File: src/rtl/cfg_ld_pkg.sv
package cfg_ld_pkg;

    typedef enum logic [3:0] {
        S_LEAD,
        S_SYNC,
        S_LENGTH,
        S_SEP,
        S_FRAME,
        S_GAP,
        S_CLOSE,
        S_TAIL,
        S_DONE,
        S_FAULT
    } ld_state_t;

    localparam int LEN_BITS   = 24;
    localparam int SEP_MIN    = 4;
    localparam int CLOSE_BITS = 8;
    localparam logic [3:0] TRAILER_CODE = 4'b0110;

endpackage

File: src/rtl/cfg_ld_shift.sv
module cfg_ld_shift #(
    parameter int W = 24
) (
    input  logic         clk,
    input  logic         rst_n,
    input  logic         clr,
    input  logic         en,
    input  logic         din,
    output logic [W-1:0] q
);

    always_ff @(posedge clk or negedge rst_n) begin
        if (!rst_n) begin
            q <= '0;
        end else if (clr) begin
            q <= '0;
        end else if (en) begin
            q <= {q[W-2:0], din};
        end
    end

endmodule

File: src/rtl/cfg_ld_bitcnt.sv
module cfg_ld_bitcnt #(
    parameter int W = 24
) (
    input  logic         clk,
    input  logic         rst_n,
    input  logic         clr,
    input  logic         adv,
    input  logic         load,
    input  logic [W-1:0] len_in,
    output logic         hit
);

    logic [W-1:0] cnt;
    logic [W-1:0] limit;
    logic [W-1:0] cnt_nx;

    assign cnt_nx = cnt + {{(W-1){1'b0}}, 1'b1};
    assign hit    = (cnt_nx == limit);

    always_ff @(posedge clk or negedge rst_n) begin
        if (!rst_n) begin
            cnt   <= '0;
            limit <= '0;
        end else if (clr) begin
            cnt   <= '0;
            limit <= '0;
        end else begin
            if (adv) begin
                cnt <= cnt_nx;
            end
            if (load) begin
                limit <= len_in;
            end
        end
    end

endmodule

File: src/rtl/cfg_stream_loader.sv
module cfg_stream_loader
    import cfg_ld_pkg::*;
#(
    parameter int FRAME_BITS = 12,
    parameter int NUM_FRAMES = 3
) (
    input  logic                  clk,
    input  logic                  rst_n,
    input  logic                  prog,
    input  logic                  bit_en,
    input  logic                  din,
    output logic [FRAME_BITS-6:0] field_data,
    output logic                  field_vld,
    output logic                  load_done,
    output logic                  cfg_ok_n
);

    localparam int DW   = FRAME_BITS - 5;
    localparam int SH_W = (FRAME_BITS > LEN_BITS) ? FRAME_BITS : LEN_BITS;
    localparam int FC_W = $clog2(SH_W + 1);
    localparam int NF_W = (NUM_FRAMES > 1) ? $clog2(NUM_FRAMES) : 1;

    ld_state_t       state, nxt;
    logic [FC_W-1:0] fcnt, fcnt_nx;
    logic [NF_W-1:0] frm, frm_nx;
    logic            acc, shift_en, len_ld, hit;
    logic            fault_ev, vld_ev, done_ev;
    logic [SH_W-1:0] sh;

    assign acc = bit_en && !prog && (state != S_DONE) && (state != S_FAULT);

    cfg_ld_shift #(.W(SH_W)) u_shift (
        .clk  (clk),
        .rst_n(rst_n),
        .clr  (prog),
        .en   (shift_en),
        .din  (din),
        .q    (sh)
    );

    cfg_ld_bitcnt #(.W(LEN_BITS)) u_cnt (
        .clk   (clk),
        .rst_n (rst_n),
        .clr   (prog),
        .adv   (acc),
        .load  (len_ld),
        .len_in({sh[LEN_BITS-2:0], din}),
        .hit   (hit)
    );

    // next state and events
    always_comb begin
        nxt      = state;
        fcnt_nx  = fcnt;
        frm_nx   = frm;
        shift_en = 1'b0;
        len_ld   = 1'b0;
        fault_ev = 1'b0;
        vld_ev   = 1'b0;
        done_ev  = 1'b0;
        if (acc) begin
            unique case (state)
                S_LEAD: begin
                    if (!din) begin
                        nxt     = S_SYNC;
                        fcnt_nx = FC_W'(1);
                    end
                end
                S_SYNC: begin
                    if (din != (fcnt == FC_W'(2))) begin
                        fault_ev = 1'b1;
                    end else if (fcnt == FC_W'(3)) begin
                        nxt     = S_LENGTH;
                        fcnt_nx = '0;
                    end else begin
                        fcnt_nx = fcnt + FC_W'(1);
                    end
                end
                S_LENGTH: begin
                    shift_en = 1'b1;
                    if (fcnt == FC_W'(LEN_BITS - 1)) begin
                        len_ld  = 1'b1;
                        nxt     = S_SEP;
                        fcnt_nx = '0;
                    end else begin
                        fcnt_nx = fcnt + FC_W'(1);
                    end
                end
                S_SEP: begin
                    if (hit) begin
                        fault_ev = 1'b1;
                    end else if (din) begin
                        if (fcnt < FC_W'(SEP_MIN)) fcnt_nx = fcnt + FC_W'(1);
                    end else if (fcnt >= FC_W'(SEP_MIN)) begin
                        nxt     = S_FRAME;
                        fcnt_nx = FC_W'(1);
                    end else begin
                        fault_ev = 1'b1;
                    end
                end
                S_GAP: begin
                    if (hit || din) begin
                        fault_ev = 1'b1;
                    end else begin
                        nxt     = S_FRAME;
                        fcnt_nx = FC_W'(1);
                    end
                end
                S_FRAME: begin
                    shift_en = 1'b1;
                    if (hit) begin
                        fault_ev = 1'b1;
                    end else if (fcnt == FC_W'(FRAME_BITS - 1)) begin
                        if ({sh[2:0], din} != TRAILER_CODE) begin
                            fault_ev = 1'b1;
                        end else begin
                            vld_ev  = 1'b1;
                            fcnt_nx = '0;
                            if (frm == NF_W'(NUM_FRAMES - 1)) begin
                                nxt    = S_CLOSE;
                                frm_nx = '0;
                            end else begin
                                nxt    = S_GAP;
                                frm_nx = frm + NF_W'(1);
                            end
                        end
                    end else begin
                        fcnt_nx = fcnt + FC_W'(1);
                    end
                end
                S_CLOSE: begin
                    if (din != (fcnt != '0)) begin
                        fault_ev = 1'b1;
                    end else if (fcnt == FC_W'(CLOSE_BITS - 1)) begin
                        if (hit) begin
                            done_ev = 1'b1;
                            nxt     = S_DONE;
                        end else begin
                            nxt = S_TAIL;
                        end
                    end else if (hit) begin
                        fault_ev = 1'b1;
                    end else begin
                        fcnt_nx = fcnt + FC_W'(1);
                    end
                end
                S_TAIL: begin
                    if (!din) begin
                        fault_ev = 1'b1;
                    end else if (hit) begin
                        done_ev = 1'b1;
                        nxt     = S_DONE;
                    end
                end
                S_DONE, S_FAULT: begin
                end
                default: begin
                end
            endcase
        end
        if (fault_ev) nxt = S_FAULT;
    end

    // state register
    always_ff @(posedge clk or negedge rst_n) begin
        if (!rst_n) begin
            state <= S_LEAD;
            fcnt  <= '0;
            frm   <= '0;
        end else if (prog) begin
            state <= S_LEAD;
            fcnt  <= '0;
            frm   <= '0;
        end else begin
            state <= nxt;
            fcnt  <= fcnt_nx;
            frm   <= frm_nx;
        end
    end

    // outputs
    always_ff @(posedge clk or negedge rst_n) begin
        if (!rst_n) begin
            field_data <= '0;
            field_vld  <= 1'b0;
            load_done  <= 1'b0;
            cfg_ok_n   <= 1'b1;
        end else if (prog) begin
            field_data <= '0;
            field_vld  <= 1'b0;
            load_done  <= 1'b0;
            cfg_ok_n   <= 1'b1;
        end else begin
            field_vld <= vld_ev;
            load_done <= done_ev;
            if (fault_ev) cfg_ok_n <= 1'b0;
            if (vld_ev) field_data <= sh[DW+2:3];
        end
    end

endmodule

File: config.mk
export PLATFORM = sky130hd
export DESIGN_NAME = cfg_stream_loader
export DESIGN_NICKNAME = d
export VERILOG_FILES = /design/src/rtl/cfg_ld_pkg.sv /design/src/rtl/cfg_ld_shift.sv /design/src/rtl/cfg_ld_bitcnt.sv /design/src/rtl/cfg_stream_loader.sv
export SDC_FILE = /design/constraint.sdc
export NUM_CORES = 1
export LEC_CHECK = 0
export ABC_AREA = 1
export ABC_CLOCK_PERIOD_IN_PS = 4270
export BUFFER_PORTS_ARGS = -buffer_cell sky130_fd_sc_hd__clkbuf_2
export CORE_ASPECT_RATIO = 0.5
export CORE_UTILIZATION = 50
export CTS_BUF_LIST = sky130_fd_sc_hd__clkbuf_4
export DETAILED_ROUTE_END_ITERATION = 16
export PLACE_DENSITY = 0.78
export SYNTH_ARGS = -nofsm -noshare
export SYNTH_HDL_FRONTEND = slang
export SYNTH_SLANG_ARGS = --single-unit
export TNS_END_PERCENT = 5
File: constraint.sdc
create_clock -name clk -period 4.27 [get_ports clk]
set_clock_uncertainty 0.05 [all_clocks]
set_input_delay 1.281 -clock clk [delete_from_list [all_inputs] [get_ports clk]]
set_output_delay 1.281 -clock clk [all_outputs]
set_load 0.02 [all_outputs]
==> results of run 1 <==
worst min path at each step:
stage | startpoint | end | cells after the start
floorplan | u_cnt.limit[14]$_DFFE_PN0P_ | u_cnt.limit[14]$_DFFE_PN0P_ | 2
global placement | field_data[5]$_DFFE_PN0P_ | field_data[5]$_DFFE_PN0P_ | 2
detailed placement | field_data[4]$_DFFE_PN0P_ | field_data[4]$_DFFE_PN0P_ | 2
CTS | cfg_ok_n$_DFFE_PN1N_ | cfg_ok_n$_DFFE_PN1N_ | 2
global route | cfg_ok_n$_DFFE_PN1N_ | cfg_ok_n$_DFFE_PN1N_ | 2
finish | cfg_ok_n$_DFFE_PN1N_ | cfg_ok_n$_DFFE_PN1N_ | 2
cell families after synthesis:
logic type,count (synthesis),synth area share (%)
muxes,1,0.198
DFF,92,40.4
and+or+nand+nor,470,37.7
adders and majority gates,4,0.879
buffers and inverters,124,8.19
AOI/OAI and AO/OA,112,10.9
xor gates and xnor gates,8,1.76
metrics by stage:
stage / hold WS, ns / instances
2_1_floorplan: 0.405 / 811
3_3_place_gp: 0.404 / 964
3_5_place_dp: 0.410 / 964
4_1_cts: 0.437 / 980
5_1_grt: 0.469 / 980
6_report: 0.430 / 980
state kept, by name (all words and copies together), names as in the netlist:
signal,flops
cfg_ok_n,1
fcnt,5
field_data,7
field_vld,1
frm,2
load_done,1
state,4
u_cnt.cnt,24
u_cnt.limit,24
u_shift.q,23
Yosys cell counts (4+ instances only):
master      n
nand2_2    12
nor3_1      8
nand3_1    74
ha_1        4
dfrtp_1    91
inv_2       8
nor4_1      4
a21oi_1     5
nand4_1    17
nor2_4      4
nand2_1   243
xor2_1      4
o22ai_1    11
o21ai_1    10
nor2_1     78
clkbuf_1   13
o21ai_0    70
nor2_2      9
inv_1      98
nand3b_1    7
report_power, final:
part	internal, mW	total, mW	switching, mW
clock	0.196	0.530	0.333
combinational	0.164	0.519	0.356
sequential	0.904	0.941	0.0366
total	1.26	1.99	0.726
area by class of cell:
cell class              count  area, um2  area share (%)
multi-input cells         595       2940            48.0
flip-flops and latches     92       2300            37.6
inverters                 108        405            6.62
well taps                 145        181            2.96
repair buffers             24        148            2.41
clock buffers              10       75.1            1.23
clock inverters             6       73.8            1.21
critical path, cell delays in order, from the launching register on:
cell and delay (ns):
dfrtp_1 0.44, ha_1 0.23, nand2_2 0.12, nor2_8 0.19
nand3_2 0.16, xor2_1 0.26, o21ai_0 0.11, nor2_1 0.11
nand4_1 0.12, nor2_1 0.28, nand2_1 0.12, nor2_1 0.17
o21ai_1 0.09, nand2_2 0.17, inv_2 0.05, nand2_1 0.05
o21ai_1 0.05
layer usage:
metal	GRT usage, %	vias to the layer above	share of wire (%)
li1	-	2661	-
met1	37.0	2494	49
met2	41.6	167	43
met3	5.20	28	6.7
met4	7.88	0	1.8
met5	0	-	0
==> out/qor.yml, run 1 <==
io_buffers: 14
viasPerCell: 5.46
holdBufCountCts: 0
overflow: 0
ys_types: 45
grt_pass1_wl_um: 24600
vdd_drop_max_v: 0.000210
post-place-ws_ns: 0.983
syn2layout_area_growth_pct: 7.56
tns_ns: 0
crit_end: "fcnt[3]$_DFFE_PN0P_"
setup_violations: 0
end_kind: "flip-flop"
antenna_found_initial: 0
nNetsFinal: 839
grt_pass1_vias: 5013
dieArea_um2: 11800
layout_common_cells: "nand2_1 (243), inv_1 (98), dfrtp_1 (91), nor2_1 (78), nand3_1 (74)"
reg2reg_setup_slack_ns: 1.36
critPathMaxFanout: 10
slew_violations: 0
clkTransAtPathRegs_ns: 0.17
finalHoldViolations: 0
rows: 27
grt_max_degree: 44
fill_cells: 1035
hpwl_um: 10800
p_total_mw: 1.99
drtIter0Drc: 450
holdCritPathClass: "flip-flop to flip-flop"
synth_edf_count: 0
synth_top_area_share_pct: 40.0
wirelength_um: 14500
drv_cap: 0
rr_endpoint: "fcnt[3]$_DFFE_PN0P_"
route.vias.total: 5350
cp.arrival_ns: 3.22
synth-async-reset-ratio_pct: 100
clkLatencyLatePin_ns: 0.48
tightest_slew_ns: 0.635
fin_crit_sh_pct: 68.1
track_usage_pct: 26.4
ys_seq_elements: 92
criticalPathCategory: "flip-flop to flip-flop"
fp.coreArea_um2: 11000
final_area_um2: 6130
postCtsSetupBuffers: 0
fmax_mhz: 344
ant_nets: 0
postLayoutCoreUtil_pct: 55.5
gp_congestion: 0.936
layout_setup_ws_ns: 1.36
avgSynthCellArea_um2: 7.02
cts_max_level: 3
r2r-start: "u_cnt.cnt[0]$_DFFE_PN0N_"
drt_pre_antenna_iters: 5
fp.dieW_um: 153
start_util_pct: 51.6
cts_resized: 0
syn_inst: 811
placedInstanceArea_um2: 5980
period_needed_ns: 2.91
synthFlopType: "dfrtp_1"
synth_top_area_cell: "dfrtp_1"
root_buffer: "clkbuf_4"
mostFrequentLayoutCell: "nand2_1"
syn_nets: 820
insertedDiodeCount: 0
rr_worst_depth: 16
worstSetupStartpointType: "flip-flop"
status: "finished clean"
cts_tree: "yes"
dieHeight_um: 77.5
io_pins: 15
crit_start: "u_cnt.cnt[0]$_DFFE_PN0N_"
clkSinkCount: 92
syn_area_um2: 5700
drive_above_1_share_pct: 10.7
clk_path_buf_depth: 2
required_ns: 4.58
yosysWarnings: 0
synth_area_leaders: "dfrtp_1 (40%), nand2_1 (16%), nand3_1 (6.5%)"
slew_headroom_pct: 57.3
numCtsBuffers: 9
drt-wirelength-per-cell_um: 14.8
leakagePower_nw: 2.92
power.density_nw_per_um2: 325
rsz0062_at_grt: "false"
ys_seq_area_share_pct: 40.4
drc_errors: 0
Note: power is estimated with default switching activity, not from simulation.
==> inputs of run 2 (changes only) <==
- ABC_AREA: 1 -> 0
- ABC_CLOCK_PERIOD_IN_PS: 4270 -> 2950
- clock period: 4.27 -> 2.95 ns (I/O delays scaled with it)
==> out/qor.yml, run 2 <==
swShare_pct: 28.0  # -8.4 points
io_pins: 15  # unchanged
setup_violations: 0  # unchanged
root_buffer: "clkbuf_4"
path_cells: "ha_4 -> or3b_1 -> a211oi_2 -> nor3_1 -> or4_4 -> nor4_2 -> and4_1 -> buf_12 -> a31o_2 -> nand2_1 -> o221a_1"
reg2reg_setup_slack_ns: 0.02  # -1.35 ns
grt_pass1_vias: 4266  # -15%
ys_seq_elements: 92  # unchanged
placedInstanceArea_um2: 5750  # -3.8%
status: "finished clean"
leakagePower_nw: 2.61  # -11%
synth_top_area_cell: "dfrtp_1"
power.share.combinational_pct: 9.4  # -17 points
critPathMaxFanout: 10  # unchanged
drive_above_1_share_pct: 15.2  # +4.5 points
reg_top3: "u_cnt.cnt (24), u_cnt.limit (24), u_shift.q (23)"
drt-wirelength-per-cell_um: 16.5  # +11%
cts_max_level: 3  # unchanged
fp.dieW_um: 149  # -2.8%
synth-async-reset-ratio_pct: 100  # unchanged
finalHoldViolations: 0  # unchanged
slew_violations: 0  # unchanged
holdWs_ns: 0.276  # -0.154 ns
switching_power_mw: 0.591  # -19%
postCtsSetupBuffers: 0  # unchanged
clkTransAtPathRegs_ns: 0.14  # -0.03 ns
postLayoutCoreUtil_pct: 58.0  # +2.6 points
insertedDiodeCount: 0  # unchanged
ys_seq_area_share_pct: 42.8  # +2.4 points
synthFlopType: "dfrtp_1"
tns_ns: 0  # unchanged
grt_pass1_wl_um: 21500  # -12%
antenna_found_initial: 0  # unchanged
rr_endpoint: "state[0]$_DFFE_PN0P_"
ant_nets: 0  # unchanged
numCtsBuffers: 9  # unchanged
period_needed_ns: 2.93  # +0.0258 ns
dieArea_um2: 11200  # -5.5%
gp_congestion: 0.943  # +0.74%
vdd_drop_max_v: 0.000210  # +0.14%
ys_types: 69  # +53%
slowest_delay_ns: 0.52  # +0.08 ns
synth_edf_count: 0  # unchanged
slew_headroom_pct: 54.8  # -2.4 points
synth_area_leaders: "dfrtp_1 (42%), nand2_1 (9.4%), xor2_1 (4.9%)"
clk_path_buf_depth: 2  # unchanged
fp.coreArea_um2: 10300  # -6.6%
tightest_slew_ns: 0.678  # +0.0425 ns
syn_nets: 649  # -21%
post-place-ws_ns: -0.0571  # -1.04 ns
syn_area_um2: 5380  # -5.6%
rsz0062_at_grt: "true"
required_ns: 3.28  # -1.30 ns
grt_max_degree: 63  # +43%
mostFrequentLayoutCell: "nand2_1"
wirelength_um: 13300  # -8.6%
final_area_um2: 5980  # -2.3%
drtIter0Drc: 402  # -11%
holdCritPathClass: "primary input to async pin"
io_buffers: 14  # unchanged
power.density_nw_per_um2: 352  # +8.4%
syn2layout_area_growth_pct: 11.3
rr_worst_depth: 11  # -5
crit_start: "u_cnt.cnt[1]$_DFFE_PN0N_"
end_kind: "flip-flop"
clkPwrFrac_pct: 29.7  # +3.1 points
slowest_stage: "or4_4"
start_util_pct: 52.1  # +0.58 points
fmax_mhz: 341  # -0.88%
yosysWarnings: 0  # unchanged
clkSinkCount: 92  # unchanged
hpwl_um: 9430  # -12%
clkLatencyLatePin_ns: 0.48  # about the same
drc_errors: 0  # unchanged
criticalPathCategory: "flip-flop to flip-flop"
synth_common_cells: "nand2_1 (135), dfrtp_1 (91), a21oi_1 (48), nor2_1 (48), o21ai_0 (44)"
overflow: 0  # unchanged
synth_most_common_cell: "nand2_1"
layout_setup_ws_ns: 0.0162  # -1.35 ns
layout_common_cells: "nand2_1 (135), dfrtp_1 (88), a21oi_1 (48), nor2_1 (47), o21ai_0 (42)"
nNetsFinal: 670  # -20%
viasPerCell: 5.91  # +8.2%
cts_tree: "yes"
p_int_mw: 1.52  # +20%
route.vias.total: 4763  # -11%
track_usage_pct: 25.0  # -1.4 points
rows: 26  # -3.7%
drt_pre_antenna_iters: 5  # unchanged
drv_cap: 0  # unchanged
fin_crit_sh_pct: 99.5  # +31 points
avgSynthCellArea_um2: 8.40  # +20%
syn_inst: 640  # -21%
cp.arrival_ns: 3.26  # +0.04 ns
power_frac_seq_pct: 60.8  # +14 points
dieHeight_um: 75.3  # -2.8%
r2r-start: "u_cnt.cnt[1]$_DFFE_PN0N_"
synth_top_area_share_pct: 42.4  # +2.4 points
worstSetupStartpointType: "flip-flop"
run 2: cell types whose count changed in the layout (fill, tap and decap cells not counted), moves of 15 or more:
cell     delta
nand2_1   -108
inv_1      -85
nand3_1    -60
a21oi_1    +43
nor2_1     -31
o21ai_0    -28
buf_4      +27
xor2_1     +26
xnor2_1    +15
run 2: area by class of cell:
| class | count | area (um2) |
|---|---|---|
| repair buffers | 53 | 390 |
| clock inverters | 7 | 47.5 |
| clock buffers | 9 | 67.6 |
| flip-flops and latches | 92 | 2310 |
| inverters | 14 | 52.6 |
| fillers | 887 | 4330 |
| multi-input cells | 491 | 2940 |
| well taps | 140 | 175 |
run 2: cell families after synthesis:
group / after synthesis / share of synthesized area, %
XOR/XNOR: 51 / 8.56
adder cells (fa/ha/maj): 4 / 0.931
AO/OA/AOI/OAI: 135 / 15.3
AND/OR/NAND/NOR: 291 / 26.1
flip-flops: 92 / 42.8
buffers and inverters: 58 / 4.61
multiplexers: 9 / 1.70
run 2: power by group through the flow:
stage	registers, mW	logic, mW	clock network (mW)
2_1_floorplan	1.30	0.110	0
5_1_grt	1.28	0.220	0.688
3_5_place_dp	1.30	0.189	0
3_3_place_gp	1.30	0.185	0
6_report	1.28	0.199	0.627
4_1_cts	1.28	0.194	0.637
run 2: routing by layer:
metal | share of wire, % | global-route usage [%] | vias up
met1 | 46 | 35.3 | 2309
met2 | 44 | 38.9 | 168
met3 | 7.5 | 4.79 | 24
met4 | 1.9 | 9.62 | 0
met5 | 0 | 0 | -
li1 | - | - | 2262
run 2: through the flow:
step	std cells	power [mW]
final	806	2.11
after global routing	806	2.19
after CTS	806	2.11
after detailed placement	789	1.49
after global placement	789	1.49
after floorplan	640	1.41
run 2: how the worst max path moves through the flow:
stage                                            to  slack [ns]
after floorplan           field_data[0]$_DFFE_PN0P_       0.003
after global placement    field_data[3]$_DFFE_PN0P_        0.05
after detailed placement  field_data[1]$_DFFE_PN0P_       -0.06
after CTS                      state[0]$_DFFE_PN0P_        0.04
after global routing           state[0]$_DFFE_PN0P_       -0.13
final                          state[0]$_DFFE_PN0P_        0.02
run 2: repair_timing:
item	4_1_cts	5_1_grt
cloned	1	0
endpoints found under the setup margin	11	20
pin swaps	1	2
gates resized for setup	3	18
hold buffers	0	0
hold endpoints to repair	0	0
run 2: critical path, delay by kind of cell (launching register included):
family	cells	cell delay [ns]
fa+ha+maj	1	0.18
simple gates	6	1.44
compound gates	3	0.59
flops	1	0.43
buf+inv	1	0.14
